File: config.mk
export PLATFORM = sky130hd
export DESIGN_NAME = dual_coulomb_snap
export DESIGN_NICKNAME = d
export VERILOG_FILES = /design/src/rtl/ccs_pkg.sv /design/src/rtl/ccs_counter.sv /design/src/rtl/ccs_snapshot.sv /design/src/rtl/dual_coulomb_snap.sv
export SDC_FILE = /design/constraint.sdc
export NUM_CORES = 1
export LEC_CHECK = 0
export BUFFER_PORTS_ARGS = -buffer_cell sky130_fd_sc_hd__clkbuf_2
export CAP_MARGIN = 20
export CORE_UTILIZATION = 25
export CTS_CLUSTER_DIAMETER = 100
export DETAILED_ROUTE_END_ITERATION = 12
export MAX_ROUTING_LAYER = met4
export SETUP_SLACK_MARGIN = 0.5
export SLEW_MARGIN = 25
export SYNTH_ARGS = -nofsm -noshare
export SYNTH_HDL_FRONTEND = slang
export SYNTH_SLANG_ARGS = --single-unit
File: constraint.sdc
create_clock -name clk -period 3.6 [get_ports clk]
set_input_delay 0.72 -clock clk [delete_from_list [all_inputs] [get_ports clk]]
set_output_delay 0.72 -clock clk [all_outputs]
set_load 0.02 [all_outputs]
File: src/rtl/ccs_pkg.sv
package ccs_pkg;
  localparam int CMD_W = 8;
  localparam logic [CMD_W-1:0] CMD_SNAP_LO = 8'h82;
  localparam logic [CMD_W-1:0] CMD_SNAP_HI = 8'h83;

  // direction index doubles as the select encoding (1 = charge)
  localparam int DIR_DIS = 0;
  localparam int DIR_CHG = 1;
  localparam int N_DIR   = 2;

  typedef enum logic [1:0] {
    ACT_NONE  = 2'd0,
    ACT_LO    = 2'd1,
    ACT_HI    = 2'd2,
    ACT_OTHER = 2'd3
  } cmd_act_e;

  function automatic cmd_act_e decode_cmd(input logic vld, input logic [CMD_W-1:0] code);
    cmd_act_e a;
    if (!vld)                     a = ACT_NONE;
    else if (code == CMD_SNAP_LO) a = ACT_LO;
    else if (code == CMD_SNAP_HI) a = ACT_HI;
    else                          a = ACT_OTHER;
    return a;
  endfunction
endpackage

File: src/rtl/ccs_counter.sv
module ccs_counter #(
  parameter int W = 32
) (
  input  logic         clk,
  input  logic         rst_n,
  input  logic         clr,
  input  logic         inc,
  input  logic         hold,
  output logic [W-1:0] q
);
  localparam logic [W-1:0] ONE = {{(W-1){1'b0}}, 1'b1};

  logic         q_en;
  logic [W-1:0] q_nxt;

  // clear wins over a same-cycle increment; wrap is natural modulo 2^W
  always_comb begin
    q_en  = clr | (inc & ~hold);
    q_nxt = clr ? '0 : (q + ONE);
  end

  always_ff @(posedge clk or negedge rst_n) begin
    if (!rst_n)     q <= '0;
    else if (q_en)  q <= q_nxt;
  end
endmodule

File: src/rtl/ccs_snapshot.sv
module ccs_snapshot
  import ccs_pkg::*;
#(
  parameter int CNT_W = 32
) (
  input  logic               clk,
  input  logic               rst_n,
  input  logic               cmd_vld,
  input  logic [CMD_W-1:0]   cmd_code,
  input  logic [CNT_W-1:0]   src,
  output logic [CNT_W/2-1:0] rd_word,
  output logic               upd_en,
  output logic [CNT_W-1:0]   snap
);
  localparam int HW = CNT_W / 2;

  cmd_act_e          act;
  logic              upd_nxt;
  logic              snap_en;
  logic [CNT_W-1:0]  snap_nxt;
  logic              rd_en;
  logic [HW-1:0]     rd_nxt;

  always_comb begin
    act      = decode_cmd(cmd_vld, cmd_code);
    upd_nxt  = upd_en;
    snap_en  = 1'b0;
    snap_nxt = src;
    rd_en    = 1'b0;
    rd_nxt   = rd_word;
    unique case (act)
      ACT_LO: begin
        upd_nxt = 1'b1;
        snap_en = 1'b1;
        rd_en   = 1'b1;
        rd_nxt  = src[HW-1:0];        // bypass: low half of the copy taken now
      end
      ACT_HI: begin
        upd_nxt = 1'b0;
        rd_en   = 1'b1;
        rd_nxt  = snap[CNT_W-1:HW];
      end
      ACT_OTHER: begin
        snap_en = upd_en;
      end
      default: ;
    endcase
  end

  always_ff @(posedge clk or negedge rst_n) begin
    if (!rst_n) begin
      upd_en  <= 1'b0;
      snap    <= '0;
      rd_word <= '0;
    end else begin
      upd_en <= upd_nxt;
      if (snap_en) snap    <= snap_nxt;
      if (rd_en)   rd_word <= rd_nxt;
    end
  end
endmodule

File: src/rtl/dual_coulomb_snap.sv
module dual_coulomb_snap
  import ccs_pkg::*;
#(
  parameter int CNT_W = 32
) (
  input  logic               clk,
  input  logic               rst_n,
  input  logic               chg_inc,
  input  logic               dis_inc,
  input  logic               sel_chg,
  input  logic               clr_cnt,
  input  logic               offset_meas,
  input  logic               cmd_vld,
  input  logic [CMD_W-1:0]   cmd_code,
  output logic [CNT_W/2-1:0] rd_word
);
  localparam int SYNC_N = 2;

  logic [SYNC_N-1:0] rst_sync;
  logic              rst_int_n;

  always_ff @(posedge clk or negedge rst_n) begin
    if (!rst_n) rst_sync <= '0;
    else        rst_sync <= {rst_sync[SYNC_N-2:0], 1'b1};
  end
  assign rst_int_n = rst_sync[SYNC_N-1];

  logic [N_DIR-1:0] inc_v;
  logic [CNT_W-1:0] cnt_q [N_DIR];
  logic [CNT_W-1:0] sel_cnt;
  logic [CNT_W-1:0] chg_cnt;
  logic [CNT_W-1:0] dis_cnt;
  logic [CNT_W-1:0] snap;
  logic             upd_en;

  assign inc_v[DIR_CHG] = chg_inc;
  assign inc_v[DIR_DIS] = dis_inc;

  for (genvar d = 0; d < N_DIR; d++) begin : g_dir
    ccs_counter #(.W(CNT_W)) u_cnt (
      .clk   (clk),
      .rst_n (rst_int_n),
      .clr   (clr_cnt),
      .inc   (inc_v[d]),
      .hold  (offset_meas),
      .q     (cnt_q[d])
    );
  end

  assign chg_cnt = cnt_q[DIR_CHG];
  assign dis_cnt = cnt_q[DIR_DIS];
  assign sel_cnt = sel_chg ? chg_cnt : dis_cnt;

  ccs_snapshot #(.CNT_W(CNT_W)) u_snap (
    .clk      (clk),
    .rst_n    (rst_int_n),
    .cmd_vld  (cmd_vld),
    .cmd_code (cmd_code),
    .src      (sel_cnt),
    .rd_word  (rd_word),
    .upd_en   (upd_en),
    .snap     (snap)
  );
endmodule

# Yosys cells after proc, flatten, opt, wreduce, memory -nomap -nowiden
# Index checks and enable logic that the tools add are counted.
[word_totals]
reg_bits = 115
latch_bits = 0
ram_bits = 0
romBits = 0
elab_cells = 31
n_memories = 0
[op_classes]
n_addsub = 2
n_mul = 0
div = 0
magnitude_cmp = 0
eq_ne = 5
n_shift = 0
mux = 10
n_bitwise = 5
reduce_logical = 3
[ops]
columns = ["operator", "n"]
rows = [
  ["$mux W32", 3],
  ["$add A32 B1 Y32 const B", 2],
  ["$pmux W16 S2", 1],
  ["$eq A8 B8 Y1 const B", 2],
  ["$eq A2 B2 Y1 const B", 2],
  ["$mux W2", 2],
  ["$pmux W1 S2", 2],
  ["$and A1 B1 Y1", 2],
  ["$eq A2 B1 Y1 const B", 1],
  ["$mux W1", 2],
  ["$or A1 B1 Y1", 2],
  ["$reduce_and A2 Y1", 1],
  ["$reduce_bool A2 Y1", 1],
  ["$reduce_or A2 Y1", 1],
  ["$not A1 Y1", 1],
]

# Logic depth before layout (Yosys ltp)
[depth]
ltp_word = 8
ltp_mapped = 7
depth_no_buf = 5

# Modules after synthesis
# Synthesis repeated with hierarchy kept, for this count alone.
[unflattened]
hier_cells = 735
area_unflattened_um2 = 7199.4
[by_module_without_submodules]
columns = ["module", "n_inst", "cells_per_inst", "area_each_um2"]
rows = [
  ["ccs_snapshot", 1, 349, 3333.2],
  ["ccs_counter (g_dir[0].u_cnt)", 1, 174, 1635.3],
  ["ccs_counter (g_dir[1].u_cnt)", 1, 173, 1632.8],
  ["dual_coulomb_snap", 1, 39, 598.1],
]

# Least setup slack after synthesis
# No wires, ideal clock.
[synth_path]
path_kind = "input -> register"
start = "input port cmd_code[3]"
end = "register u_snap.snap[22]"
setup_ns = 0.125
arrival_time_ns = 2.241
t_required_ns = 3.475
path_slack_ns = 1.235
path_stages = 5
path_buffers = 1
cell_sequence = "nor4bb_1 nand3b_1 a21boi_1 buf_2 mux2_2"
[synth_via]
elab_chain_cells = 6
elab_cells_between_ends = 8
[synth_lines]
columns = ["item", "line", "text"]
rows = [
  ["start: declaration", "dual_coulomb_snap.sv:14", "input logic [CMD_W-1:0] cmd_code,"],
  ["$eq A8 B8 Y1", "ccs_pkg.sv:22", "else if (code == CMD_SNAP_HI) a = ACT_HI;"],
  ["$mux W1", "ccs_pkg.sv:22", ""],
  ["$mux W2 (*)", "ccs_pkg.sv:21", "else if (code == CMD_SNAP_LO) a = ACT_LO;"],
  ["$mux W2 (*)", "ccs_pkg.sv:20", "if (!vld) a = ACT_NONE;"],
  ["$eq A2 B2 Y1 or $eq A2 B1 Y1 (tied branches)", "ccs_snapshot.sv:31", "unique case (act)"],
  ["$pmux W1 S2 (*)", "ccs_snapshot.sv:31", ""],
  ["end signal: assignment", "ccs_snapshot.sv:57", "if (snap_en) snap <= snap_nxt;"],
  ["end: declaration", "ccs_snapshot.sv:13", "output logic [CNT_W-1:0] snap"],
]
# Mark *: on every way between the ends. The rest lies on a longest branch, timed or not.
# A chain may end at the register's enable or synchronous reset.

# Final worst setup path
[layout_path]
start = "register g_dir[0].u_cnt.q[2]"
end = "register g_dir[0].u_cnt.q[28]"
[layout_via]
elab_chain_cells = 2
[layout_lines]
columns = ["item", "line", "text"]
rows = [
  ["start: declaration", "ccs_counter.sv:9", "output logic [W-1:0] q"],
  ["start signal: assignment", "ccs_counter.sv:24", "else if (q_en) q <= q_nxt;"],
  ["$add A32 B1 Y32", "ccs_counter.sv:19", "q_nxt = clr ? '0 : (q + ONE);"],
  ["$mux W32", "ccs_counter.sv:19", ""],
]
# Every way passes these cells.

==> metrics.yaml <==
place:
  dp_cells: 788
  place_congestion: 0.795
  io_buffers: 31
  dp_hpwl_mm: 8.63
clock_tree:
  postCtsHoldBufs: 0
  clock-sinks: 99
  cts_resized: 0
  htreeDepth: 3
  cts_buffer_depth: 2
  path_clk_slew_ps: 70
  post-cts-setup-buffers: 0
  clk_latency_ps: 350
  tritoncts: "done"
  cts_root_buf: "clkbuf_16"
  cts_made_buffers: 9
grt:
  grt-ovfl-total: 0
  grt_max_degree: 64
  grt_pass1_wl_mm: 20.1
  antenna_found_initial: 0
  grt_use_total: 0.123
  first_global_vias: 3779
final_layout:
  drive_gt1_frac: 0.167
  final_nets: 552
  final_util: 0.293
  syn2layout_area_growth_pct: 13.4
  final_cells: 804
  antenna_cells: 0
  num-fill-cells: 2112
min_path:
  hp-class: "input port to asynchronous set/reset pin"
sta:
  fin_hold_ws_ps: 146
  report.final.slew_viol_count: 0
  finalCriticalPeriod_ps: 2500
  final-hold-violation-count: 0
  rsz0062_at_grt: "no"
  setup_viol: 0
  fmax_mhz: 400
  slew_headroom: 0.338
  fin_tns_setup_ps: 0
  finClkSkew_ps: 7.92
  worst_pin_slew_ps: 993
  min_period_over_period: 0.694
yosys:
  seq_area_frac_synth: 0.484
  syn_area_um2: 5120
  synth_warnings: 0
  synth_fp_nets: 537
  synth-edff-count: 0
  synthArstFlopShare: 1.00
  ys_ff_latch: 99
  synth.avg_cell_area_um2: 9.86
  synthFlopType: "dfrtp_1"
  syn-instance-count: 519
  ys_types: 39
pwr:
  p_per_area_nw_per_um2: 365
  pwr-share-seq: 0.536
  p_sw_mw: 0.469
  sw_frac_of_total: 0.221
  ir_drop_v: 0.000239
  leakagePower_nw: 2.40
  comb_power_share: 0.036
  design_power_total_mw: 2.12
  p_int_mw: 1.65
  clkPwrFrac: 0.428
floorplan:
  core_area_um2: 19800
  boundaryPins: 32
  fp.dieH_um: 145
  dieArea_um2: 21000
  rows: 51
  start_util: 0.259
  dieWidth_um: 145
setup_path:
  critical_path_class: "register to register"
  rrSetupSlack_ps: 1100
  cp.arrival_ps: 2780
  start_kind: "register"
  cp_max_fo: 33
  required_ps: 3880
  rr_worst_depth: 4
  r2r-start: "g_dir[0].u_cnt.q[2]"
  r2r_end: "g_dir[0].u_cnt.q[28]"
  end_kind: "register"
run:
  timing.max_cap.violations: 0
drt:
  finalWirelength_mm: 12.2
  viasPerCell: 4.99
  avgRoutedWirePerCell_um: 15.2
  ant_nets: 0
  first_iter_violations: 235
  route.detailed.drc: 0
  dr.pass1.iters: 4
  vias: 4009
run_status:
  outcome: "complete, no violations"
[kinds of logic after synthesis]
family	synth area share
compound gates	0.129
fa+ha+maj	0.00489
simple gates	0.212
mux	0.103
other cells	0.000733
buf+inv	0.0293
xor+xnor	0.0359
flops	0.484
[critical path: stages (launching register included)]
cell and delay, ps:
dfrtp_1 440, and4_1 370, nand4_2 610, or4b_2 850
a21oi_1 160
[cell usage in the layout, fill, tap and decap left out, types with 2 or more instances in the layout]
master     instances
and4_1            11
or3_1             13
nor2_1            39
nor4_1             2
or4_1             24
o41ai_1            3
nor3_1             2
nand3_1           22
buf_4              7
clkbuf_2          31
clkbuf_8           2
a21oi_1           57
o21ai_0           32
o31ai_1           23
and4b_1            3
or4b_2             3
inv_1              5
nand2_1           37
clkinv_2           2
dfrtp_1           98
mux2i_1           18
mux2_2            31
nand4_1           18
xor2_1            15
xnor2_1            6
nand3b_1           2
ha_1               2
clkbuf_1           3
clkbuf_16          9
and3_1             6
[flip-flops by register name (all words and copies together) (netlist names)]
register	count
g_dir.u_cnt.q	64
rst_sync	2
u_snap.rd_word	16
u_snap.snap	16
u_snap.upd_en	1
[cell usage after synthesis (18+ instances only)]
| master | number | area, um2 |
|---|---|---|
| nand3_1 | 22 | 110 |
| clkbuf_1 | 28 | 105 |
| or4_1 | 24 | 180 |
| mux2i_1 | 18 | 180 |
| o21ai_0 | 32 | 160 |
| mux2_2 | 31 | 349 |
| o31ai_1 | 23 | 173 |
| nand4_1 | 18 | 113 |
| dfrtp_1 | 99 | 2480 |
| nand2_1 | 37 | 139 |
| nor2_1 | 39 | 146 |
| a21oi_1 | 57 | 285 |
[routing by layer]
layer | vias to the layer above | global-route usage | wire, um
met4 | 0 | 0.0237 | 95
met2 | 58 | 0.193 | 5860
met3 | 10 | 0.0296 | 379
li1 | 1964 | - | -
met5 | - | - | 0
met1 | 1977 | 0.163 | 5850
[stage by stage]
step,worst slack [ps],area (um2)
finish,1100,5800
global route,920,5800
CTS,1110,5800
detailed placement,839,5530
global placement,865,5530
floorplan,638,5120
[how the worst max path moves through the flow]
stage	from	end	slack, ps	cells past startpoint
6_report	g_dir[0].u_cnt.q[2]	g_dir[0].u_cnt.q[28]	1100	4
5_1_grt	g_dir[0].u_cnt.q[3]	g_dir[0].u_cnt.q[28]	920	4
4_1_cts	g_dir[0].u_cnt.q[2]	g_dir[0].u_cnt.q[28]	1110	4
3_5_place_dp	offset_meas	g_dir[1].u_cnt.q[31]	840	5
3_3_place_gp	offset_meas	g_dir[1].u_cnt.q[29]	870	5
2_1_floorplan	rst_sync[1]	g_dir[0].u_cnt.q[0]	640	0
[power by group through the flow]
stage	registers [mW]	clock network, mW	logic, mW
finish	1.14	0.907	0.0756
floorplan	1.16	0	0.0459
detailed placement	1.16	0	0.0767
global route	1.14	0.971	0.0851
global placement	1.16	0	0.0763
CTS	1.14	0.939	0.0768
[area by class of cell]
cell class                 instances  area (um2)  area share
clock buffer                      14         264      0.0455
multi-input combinational        381        2490       0.429
tap                              265         332      0.0571
clock inverter                     2        10.0     0.00172
sequential                        99        2480       0.428
inverter                           5        18.8     0.00323
timing repair buffer              38         208      0.0358
Power figures use the tool's default switching activity.
